--- config.mk ---
export PLATFORM = sky130hd
export DESIGN_NAME = reload_timer
export DESIGN_NICKNAME = d
export VERILOG_FILES = /design/src/rtl/rtim_pkg.sv /design/src/rtl/rtim_prescaler.sv /design/src/rtl/rtim_counter.sv /design/src/rtl/rtim_status.sv /design/src/rtl/rtim_pwm.sv /design/src/rtl/reload_timer.sv
export SDC_FILE = /design/constraint.sdc
export NUM_CORES = 1
export LEC_CHECK = 0
export CORE_AREA = 2 2 139 141
export CTS_CLUSTER_DIAMETER = 80
export CTS_CLUSTER_SIZE = 25
export DETAILED_ROUTE_END_ITERATION = 8
export DIE_AREA = 0 0 141 143
export PLACE_DENSITY = 0.67
export SYNTH_ARGS = -nofsm -noshare
export SYNTH_HDL_FRONTEND = slang
export SYNTH_SLANG_ARGS = --single-unit
--- constraint.sdc ---
create_clock -name clk -period 11.1 [get_ports clk]
set_clock_uncertainty 0.2 [all_clocks]
set_input_delay 1.11 -clock clk [delete_from_list [all_inputs] [get_ports clk]]
set_output_delay 1.11 -clock clk [all_outputs]
set_load 0.02 [all_outputs]
--- src/rtl/rtim_pkg.sv ---
// Shared definitions for the reload timer: register addresses, control word
// layout and status bit positions. Assumes a 3-bit register address bus.
package rtim_pkg;
    localparam int CODE_W     = 3;   // width of the divider code
    localparam int NSTAT      = 2;   // number of sticky status bits
    localparam int STAT_MATCH = 0;
    localparam int STAT_OVF   = 1;

    typedef enum logic [2:0] {
        RA_CTRL   = 3'd0,
        RA_COUNT  = 3'd1,
        RA_LOAD   = 3'd2,
        RA_TRIG   = 3'd3,
        RA_MATCH  = 3'd4,
        RA_STAT   = 3'd5,
        RA_IRQEN  = 3'd6,
        RA_WAKEEN = 3'd7
    } reg_addr_e;

    // Control word, MSB first: bit 12 down to bit 0
    typedef struct packed {
        logic              toggle;    // 12
        logic [1:0]        trg_sel;   // 11:10
        logic [1:0]        spare;     // 9:8, always stored as 0
        logic              def_lvl;   // 7
        logic              cmp_en;    // 6
        logic              pre_en;    // 5
        logic [CODE_W-1:0] pre_code;  // 4:2
        logic              auto_rl;   // 1
        logic              start;     // 0
    } ctrl_t;

    localparam int CTRL_W = $bits(ctrl_t);
    localparam logic [CTRL_W-1:0] CTRL_MASK = 13'h1CFF;
endpackage

--- src/rtl/rtim_prescaler.sv ---
// Divider in front of the counter. Emits a one-cycle tick every 2^(code+1)
// clocks while running with the divider on, or on every clock with it off.
// Assumes the code is stable while running, or that a change restarts the
// phase: the divider state is compared with >= so a smaller code never stalls.
module rtim_prescaler #(
    parameter int CODE_W = 3
) (
    input  logic              clk,
    input  logic              rst_n,
    input  logic              run,
    input  logic              pre_en,
    input  logic [CODE_W-1:0] code,
    output logic              tick
);
    localparam int DIV_W = 1 << CODE_W;

    logic [DIV_W-1:0] div_q;
    logic [DIV_W:0]   span;
    logic [DIV_W:0]   span_m1;
    logic             hit;

    // Divide ratio 2^(code+1) as a one-hot value, and its terminal count
    always_comb begin
        span = '0;
        span[{1'b0, code} + 1'b1] = 1'b1;
        span_m1 = span - 1'b1;
        hit = (div_q >= span_m1[DIV_W-1:0]);
        tick = run & (~pre_en | hit);
    end

    // Divider phase: cleared while idle, disabled, or on the terminal count
    always_ff @(posedge clk) begin
        if (!rst_n || !run || !pre_en || hit) div_q <= '0;
        else                                  div_q <= div_q + 1'b1;
    end
endmodule

--- src/rtl/rtim_counter.sv ---
// Up counter with wrap or reload at all-ones. Software writes (direct value
// or reload strobe) override a step in the same cycle. Exposes the value the
// next step would produce, so the compare logic can look ahead.
module rtim_counter #(
    parameter int W = 32
) (
    input  logic         clk,
    input  logic         rst_n,
    input  logic         tick,
    input  logic         auto_rl,
    input  logic         cnt_wr,
    input  logic         trig_wr,
    input  logic [W-1:0] wr_val,
    input  logic [W-1:0] load_val,
    output logic [W-1:0] cnt_o,
    output logic [W-1:0] nxt_o,
    output logic         adv_o,
    output logic         ovf_o
);
    logic [W-1:0] cnt_q;

    // Next step value and the events a step produces
    always_comb begin
        nxt_o = (cnt_q == '1) ? (auto_rl ? load_val : '0) : cnt_q + 1'b1;
        adv_o = tick & ~cnt_wr & ~trig_wr;
        ovf_o = adv_o & (cnt_q == '1);
    end

    // Counter register: direct write, then reload strobe, then step
    always_ff @(posedge clk) begin
        if (!rst_n)       cnt_q <= '0;
        else if (cnt_wr)  cnt_q <= wr_val;
        else if (trig_wr) cnt_q <= load_val;
        else if (tick)    cnt_q <= nxt_o;
    end

    assign cnt_o = cnt_q;
endmodule

--- src/rtl/rtim_status.sv ---
// Sticky event bits, cleared by writing one. An event arriving in the same
// cycle as a clear wins, so no event is lost.
module rtim_status #(
    parameter int N = 2
) (
    input  logic         clk,
    input  logic         rst_n,
    input  logic [N-1:0] set_i,
    input  logic         clr_wr,
    input  logic [N-1:0] clr_mask,
    output logic [N-1:0] stat_o
);
    for (genvar b = 0; b < N; b++) begin : g_bit
        logic bit_q;
        // One sticky flag: set by its event, cleared by a write of one
        always_ff @(posedge clk) begin
            if (!rst_n)                       bit_q <= 1'b0;
            else if (set_i[b])                bit_q <= 1'b1;
            else if (clr_wr && clr_mask[b])   bit_q <= 1'b0;
        end
        assign stat_o[b] = bit_q;
    end
endmodule

--- src/rtl/rtim_pwm.sv ---
// Waveform output. The selected events either pulse the output away from
// its idle level for one clock or invert it. A control write restarts the
// output at the idle level.
module rtim_pwm (
    input  logic       clk,
    input  logic       rst_n,
    input  logic       ovf_i,
    input  logic       mat_i,
    input  logic [1:0] trg_sel,
    input  logic       toggle,
    input  logic       def_lvl,
    input  logic       ctrl_wr,
    output logic       pwm_o
);
    logic sel;
    logic st_q;

    // Event selection: overflow for codes 1..3, compare hit for codes 2..3
    assign sel = ((trg_sel != 2'd0) & ovf_i) | (trg_sel[1] & mat_i);

    // Deviation-from-idle state: pulse follows the event, toggle flips on it
    always_ff @(posedge clk) begin
        if (!rst_n || ctrl_wr) st_q <= 1'b0;
        else if (toggle)       st_q <= st_q ^ sel;
        else                   st_q <= sel;
    end

    assign pwm_o = def_lvl ^ st_q;
endmodule

--- src/rtl/reload_timer.sv ---
// Register-mapped auto-reload timer. Holds the register file, decodes
// writes, muxes reads and wires the divider, counter, status and output
// blocks. Assumes W is at least the control word width.
module reload_timer
    import rtim_pkg::*;
#(
    parameter int W = 32
) (
    input  logic         clk,
    input  logic         rst_n,
    input  logic         wr_en,
    input  logic [2:0]   addr,
    input  logic [W-1:0] wr_data,
    output logic [W-1:0] rd_data,
    output logic         irq_o,
    output logic         wake_o,
    output logic         pwm_o
);
    ctrl_t            ctrl_q;
    logic [W-1:0]     load_q;
    logic [W-1:0]     match_q;
    logic [NSTAT-1:0] irq_en_q;
    logic [NSTAT-1:0] wake_en_q;
    logic [NSTAT-1:0] stat_q;
    logic [NSTAT-1:0] stat_set;
    logic [W-1:0]     cnt_q;
    logic [W-1:0]     nxt_val;
    logic             ctrl_wr, cnt_wr, trig_wr, stat_wr;
    logic             tick, adv, ovf_evt, mat_evt;

    // Write strobes for registers owned by sub-blocks
    always_comb begin
        ctrl_wr = wr_en && (reg_addr_e'(addr) == RA_CTRL);
        cnt_wr  = wr_en && (reg_addr_e'(addr) == RA_COUNT);
        trig_wr = wr_en && (reg_addr_e'(addr) == RA_TRIG);
        stat_wr = wr_en && (reg_addr_e'(addr) == RA_STAT);
    end

    // Configuration registers held at this level
    always_ff @(posedge clk) begin
        if (!rst_n) begin
            ctrl_q    <= '0;
            load_q    <= '0;
            match_q   <= '0;
            irq_en_q  <= '0;
            wake_en_q <= '0;
        end else if (wr_en) begin
            case (reg_addr_e'(addr))
                RA_CTRL:   ctrl_q    <= ctrl_t'(wr_data[CTRL_W-1:0] & CTRL_MASK);
                RA_LOAD:   load_q    <= wr_data;
                RA_MATCH:  match_q   <= wr_data;
                RA_IRQEN:  irq_en_q  <= wr_data[NSTAT-1:0];
                RA_WAKEEN: wake_en_q <= wr_data[NSTAT-1:0];
                default:   ;
            endcase
        end
    end

    rtim_prescaler #(.CODE_W(CODE_W)) i_pre (
        .clk    (clk),
        .rst_n  (rst_n),
        .run    (ctrl_q.start),
        .pre_en (ctrl_q.pre_en),
        .code   (ctrl_q.pre_code),
        .tick   (tick)
    );

    rtim_counter #(.W(W)) i_cnt (
        .clk      (clk),
        .rst_n    (rst_n),
        .tick     (tick),
        .auto_rl  (ctrl_q.auto_rl),
        .cnt_wr   (cnt_wr),
        .trig_wr  (trig_wr),
        .wr_val   (wr_data),
        .load_val (load_q),
        .cnt_o    (cnt_q),
        .nxt_o    (nxt_val),
        .adv_o    (adv),
        .ovf_o    (ovf_evt)
    );

    // Compare hit: a step that lands on the compare value
    assign mat_evt = ctrl_q.cmp_en & adv & (nxt_val == match_q);

    // Map events onto their status bit positions
    always_comb begin
        stat_set             = '0;
        stat_set[STAT_OVF]   = ovf_evt;
        stat_set[STAT_MATCH] = mat_evt;
    end

    rtim_status #(.N(NSTAT)) i_stat (
        .clk      (clk),
        .rst_n    (rst_n),
        .set_i    (stat_set),
        .clr_wr   (stat_wr),
        .clr_mask (wr_data[NSTAT-1:0]),
        .stat_o   (stat_q)
    );

    rtim_pwm i_pwm (
        .clk     (clk),
        .rst_n   (rst_n),
        .ovf_i   (ovf_evt),
        .mat_i   (mat_evt),
        .trg_sel (ctrl_q.trg_sel),
        .toggle  (ctrl_q.toggle),
        .def_lvl (ctrl_q.def_lvl),
        .ctrl_wr (ctrl_wr),
        .pwm_o   (pwm_o)
    );

    // Masked event lines
    assign irq_o  = |(stat_q & irq_en_q);
    assign wake_o = |(stat_q & wake_en_q);

    // Read mux
    always_comb begin
        case (reg_addr_e'(addr))
            RA_CTRL:   rd_data = W'(ctrl_q);
            RA_COUNT:  rd_data = cnt_q;
            RA_LOAD:   rd_data = load_q;
            RA_MATCH:  rd_data = match_q;
            RA_STAT:   rd_data = W'(stat_q);
            RA_IRQEN:  rd_data = W'(irq_en_q);
            RA_WAKEEN: rd_data = W'(wake_en_q);
            default:   rd_data = '0;
        endcase
    end
endmodule

* After elaboration in Yosys (flattened, before gate mapping)
Index checks and enable logic that the tools add are counted.
Operators by class: muxes and demuxes 13, bitwise operators 17, add/subtract/negate cells 4, eq/ne operators 9, reduce and logical (&&, ||, !) cells 26, $lt $le $gt $ge 3
Operator list (number):
- 32-bit case mux with 7 select lines | 1
- 32-bit two-way mux | 5
- 32-bit by 1-bit adder with 32-bit output, second input constant | 1
- 32-bit == test | 1
- 32-bit == test, second input constant | 1
- 3-bit == test, second input constant | 4
- 2-bit AND reduction | 5
- 8-bit by 1-bit adder with 8-bit output, second input constant | 1
- 1-bit bitwise AND | 8
- 8-bit greater-or-equal comparator | 1
- 8-bit by 1-bit subtractor with 8-bit output, second input constant | 1
- 1-bit logical AND | 7
- 3-bit by 2-bit == test with 1-bit output, second input constant | 2
- 1-bit two-way mux | 6
- 2-bit nonzero test | 3
- 4-bit by 5-bit less-than comparator with 1-bit output, second input constant | 1
- 3-bit by 1-bit adder with 4-bit output, second input constant | 1
- 2-bit bitwise AND | 2
- 1-bit demux with 4-bit select | 1
- 4-bit by 1-bit greater-or-equal comparator with 1-bit output, second input constant | 1
- 1-bit logical OR | 4
- 2-bit OR reduction | 2
- 3-bit by 1-bit == test with 1-bit output, second input constant | 1
- 1-bit logical NOT | 3
- 5 further kinds | 9
Word-level totals: logic and storage cells 89, input bits 38, bits in registers 122, output and inout bits 35

* Logic depth before layout (Yosys ltp)
depth in word-level cells 17, depth in mapped cells 19

* Hierarchy
Synthesis repeated with hierarchy kept, for this count alone.
Second synthesis, totals: cell total of the unflattened synthesis 1031, area total of the unflattened synthesis 7729.9 um^2
Modules (own cells, without submodules):
- reload_timer | area each 4162.7 um^2, sequential area each 1581.5 um^2, times used 1, cells each 539
- rtim_counter | area each 2864.0 um^2, sequential area each 640.6 um^2, times used 1, cells each 413
- rtim_prescaler | area each 553.0 um^2, sequential area each 160.2 um^2, times used 1, cells each 61
- rtim_status | area each 85.1 um^2, sequential area each 40.0 um^2, times used 1, cells each 10
- rtim_pwm | area each 65.1 um^2, sequential area each 20.0 um^2, times used 1, cells each 8

* Worst setup path after synthesis
Ideal clock, no wire load.
path kind input to output, from input port addr[1], to output port rd_data[15], stages 6, required time 9.790 ns, arrival time 2.736 ns, path slack 7.054 ns, cell sequence buf_1 > nor2b_1 > clkbuf_1 > clkbuf_1 > a22oi_1 > o21ai_0
Between the ends: cells in the longest elaborated chain, start to end 2, elaborated cells between the ends (all ways) 8
Ends and longest elaborated chain:
- from (decl) | line reload_timer.sv:12 | input logic [2:0] addr,
- 3-bit == test, or another cell as far along | line reload_timer.sv:120 | case (reg_addr_e'(addr))
- 32-bit case mux with 7 select lines * | line reload_timer.sv:120
- to (decl) | line reload_timer.sv:14 | output logic [W-1:0] rd_data,
Every way passes the cells marked *; elsewhere a longest branch is shown, timed or not.

* Worst setup path in the final report
from input port addr[0], to output port rd_data[9]
The elaborated chain is that of the path after synthesis.

==> metrics.txt <==
number of resized instances in the post-cts repair step=0; Crit-path slowest cell=sky130_fd_sc_hd__nor2b_2; cell-by-cell listing of the critical path=clkdlybuf4s50_1 -> buf_4 -> nor2b_2 -> buf_4 -> a22oi_1 -> o21ai_0 -> clkdlybuf4s50_1; Buffers on Ports=72; share of synthesized area occupied by flip-flops and latches=29.4%; worst vdd rail ir drop=0.107 mV; worst-case setup slack after placement=5750 ps; GR Overflow Total=0; slew of the pin with the lowest slew margin=1200 ps; kind of critical path=in2out; Fin Hold WS=306 ps; standard-cell rows=50; summed instance area of the synthesized netlist=0.00831 mm²; maximum buffer depth of the clock tree=2; shortest clock period the worst path allows after layout=5340 ps; setup repair after global routing missed its margin=false; dominant cell type by area after synthesis=sky130_fd_sc_hd__dfxtp_1; number of antenna cells inserted=0; Starting Density=44.7%; clock tree from TritonCTS=built; synthesis-stage register bit count=122; warnings from Yosys=0; Routed Wire Length=30.5 mm; period utilisation layout=48.1%; setup slack of the critical path after layout=5760 ps; distinct cell type count after synthesis=67; async set or reset register ratio after synthesis=0%; number of failing setup endpoints in the final timing report=0; outcome=finished clean; total power after layout=1150 µW; share of Yosys cell area claimed by the top area cell type=29.4%; routed wirelength normalized by instance count=21.7 µm; top area cells in the synthesized netlist=sky130_fd_sc_hd__dfxtp_1 29%, sky130_fd_sc_hd__nand2_1 11%, sky130_fd_sc_hd__a21boi_0 7.0%, sky130_fd_sc_hd__a22oi_1 3.9%, sky130_fd_sc_hd__o21ai_0 3.7%; first drt pass iteration count=6; leakage power=0.00318 µW; antenna viol nets, final=0; num ports=73; number of enable-type register cells in the synthesized netlist=0; post-detail-place hpwl=21.8 mm; CTS H-Tree Depth=4; DRC=0; crit path capture type=output pin; Achievable Freq=187 MHz; CP peak stage delay=790 ps; vias in the first global route=8187; max-slew violations=0; element type at the critical path start=input port; Max-cap violations=0; area grow syn2layout=16.6%; total vias in the final route=8734; Skew-Pair Late Insertion Delay=430 ps; worst hold path type=reg2reg; Required @ worst endpoint=9790 ps; routability congestion estimate from global placement=1.01; number of hold-slack violations in the final timing report=0; antenna violations before repair=0; setup_tns=0 ps; highest net fanout along the worst path=21; Arr. time, crit path=4030 ps; Setup Fix Bufs, Post-CTS=0; Core Area=0.0186 mm²; Gate Count Post-Synth=1148; share of final-layout standard cells stronger than drive strength 1=6.06%; vias per cell=6.22; total routing resource utilization after global routing=30.6%; die area=0.0202 mm²; cts-stage hold buffer count=0; TritonCTS sink count=122; number of DRC markers in iteration 0=917; synthesized area per cell=7.24 µm²; global-route wire length before repair=47.6 mm; Final nets=1208; die extent in x=141 µm; library cell used as clock root buffer=sky130_fd_sc_hd__clkbuf_16; max_slew headroom=19.0%; most frequently used flop master after synthesis=sky130_fd_sc_hd__dfxtp_1; height of the chip=143 µm; PwrDens=118 mW/mm²; total CTS buffers=17; pin count of the biggest net entering global routing=65; clock-pin slew on the worst setup and hold paths=50 ps
-- logic make-up after synthesis --
kind of cell,synth area share (%)
buf+inv,5.18
compound gates,26.5
xor+xnor,4.96
fa+ha+maj,1.66
other cells,0.0451
simple gates,28.9
flops,29.4
mux,3.31
-- state kept, by name (all words and copies together), names as in the netlist --
register            cells
load_q                 32
i_pwm.st_q              1
wake_en_q               2
match_q                32
i_pre.div_q             8
i_cnt.cnt_o            32
irq_en_q                2
ctrl_q                 11
i_stat.g_bit.bit_q      2
-- through the flow --
| stage | cell area [µm²] | util, % | cells |
|---|---|---|---|
| after floorplan | 8310 | - | 1149 |
| after global placement | 9080 | 48.9 | 1374 |
| after detailed placement | 9080 | 48.9 | 1374 |
| after CTS | 9690 | 52.1 | 1405 |
| after global routing | 9690 | 52.1 | 1405 |
| final | 9690 | 52.1 | 1405 |
-- worst max-delay path, delay by kind of cell --
kind	cells	cell delay, ps
simple gates	1	790
compound gates	2	360
buf+inv	4	1770
-- synthesized netlist by cell type, drive strengths merged, types with 3 or more instances --
cell type	count
or4	4
or2	3
a21boi	78
and4	5
o31a	6
nor4	19
a311oi	5
o211a	4
dfxtp	122
a32oi	3
o21ai	63
and2	13
o31ai	5
o2111ai	5
a211o	3
clkbuf	75
xor2	30
nor2	65
xnor2	17
o221ai	3
nand3	41
nand4	33
a22oi	43
a31oi	7
and3	12
a211oi	24
inv	10
o21a	6
o211ai	9
nand2	250
mux2i	23
ha	11
nor2b	35
o22ai	3
a21oi	47
nor3	17
buf	23
-- placed cells by master, fill, tap and decap left out, types with 18 or more instances in the layout --
master                              n
sky130_fd_sc_hd__nand2_1          248
sky130_fd_sc_hd__dfxtp_1          122
sky130_fd_sc_hd__a21boi_0          77
sky130_fd_sc_hd__clkdlybuf4s50_1   71
sky130_fd_sc_hd__nor2_1            65
sky130_fd_sc_hd__o21ai_0           61
sky130_fd_sc_hd__a21oi_1           47
sky130_fd_sc_hd__a22oi_1           43
sky130_fd_sc_hd__nand3_1           41
sky130_fd_sc_hd__nor2b_1           32
sky130_fd_sc_hd__xor2_1            30
sky130_fd_sc_hd__nand4_1           29
sky130_fd_sc_hd__a211oi_1          24
sky130_fd_sc_hd__mux2i_1           23
sky130_fd_sc_hd__nor4_1            18
-- worst paths after layout --
path | startpoint | to | slack (ps) | depth (start not counted)
hold / removal | match_q[30]$_SDFFE_PN0P_ | match_q[30]$_SDFFE_PN0P_ | 310 | 2
hold reg to reg | match_q[30]$_SDFFE_PN0P_ | match_q[30]$_SDFFE_PN0P_ | 310 | 2
setup reg to reg | i_cnt.cnt_o[0]$_SDFFE_PN0P_ | i_stat.g_bit[0].bit_q$_SDFFE_PN0P_ | 6740 | 10
setup / recovery | addr[0] | rd_data[9] | 5760 | 7
-- cell type report --
cell class | instances | area [µm²]
Clock buffer | 19 | 443
Timing Repair Buffer | 89 | 843
Sequential cell | 122 | 2440
Inverter | 10 | 37.5
Multi-Input combinational cell | 919 | 5460
Tap cell | 234 | 293
Fill cell | 1821 | 8890
Clock inverter | 12 | 166
-- layer usage --
metal | GRT usage, % | wire [µm] | share of wire, %
met3 | 5.57 | 2630 | 8.6
met5 | 0 | 0 | 0
met2 | 46.7 | 13300 | 44
met1 | 42.8 | 13600 | 45
met4 | 12.4 | 960 | 3.1
-- power breakdown --
group	total, µW	switching [µW]	internal, µW	leakage, µW
sequential	459	13.8	446	0.000986
clock	584	223	361	0.000290
combinational	103	61.8	40.8	0.00190
(Power assumes the default switching activity.)
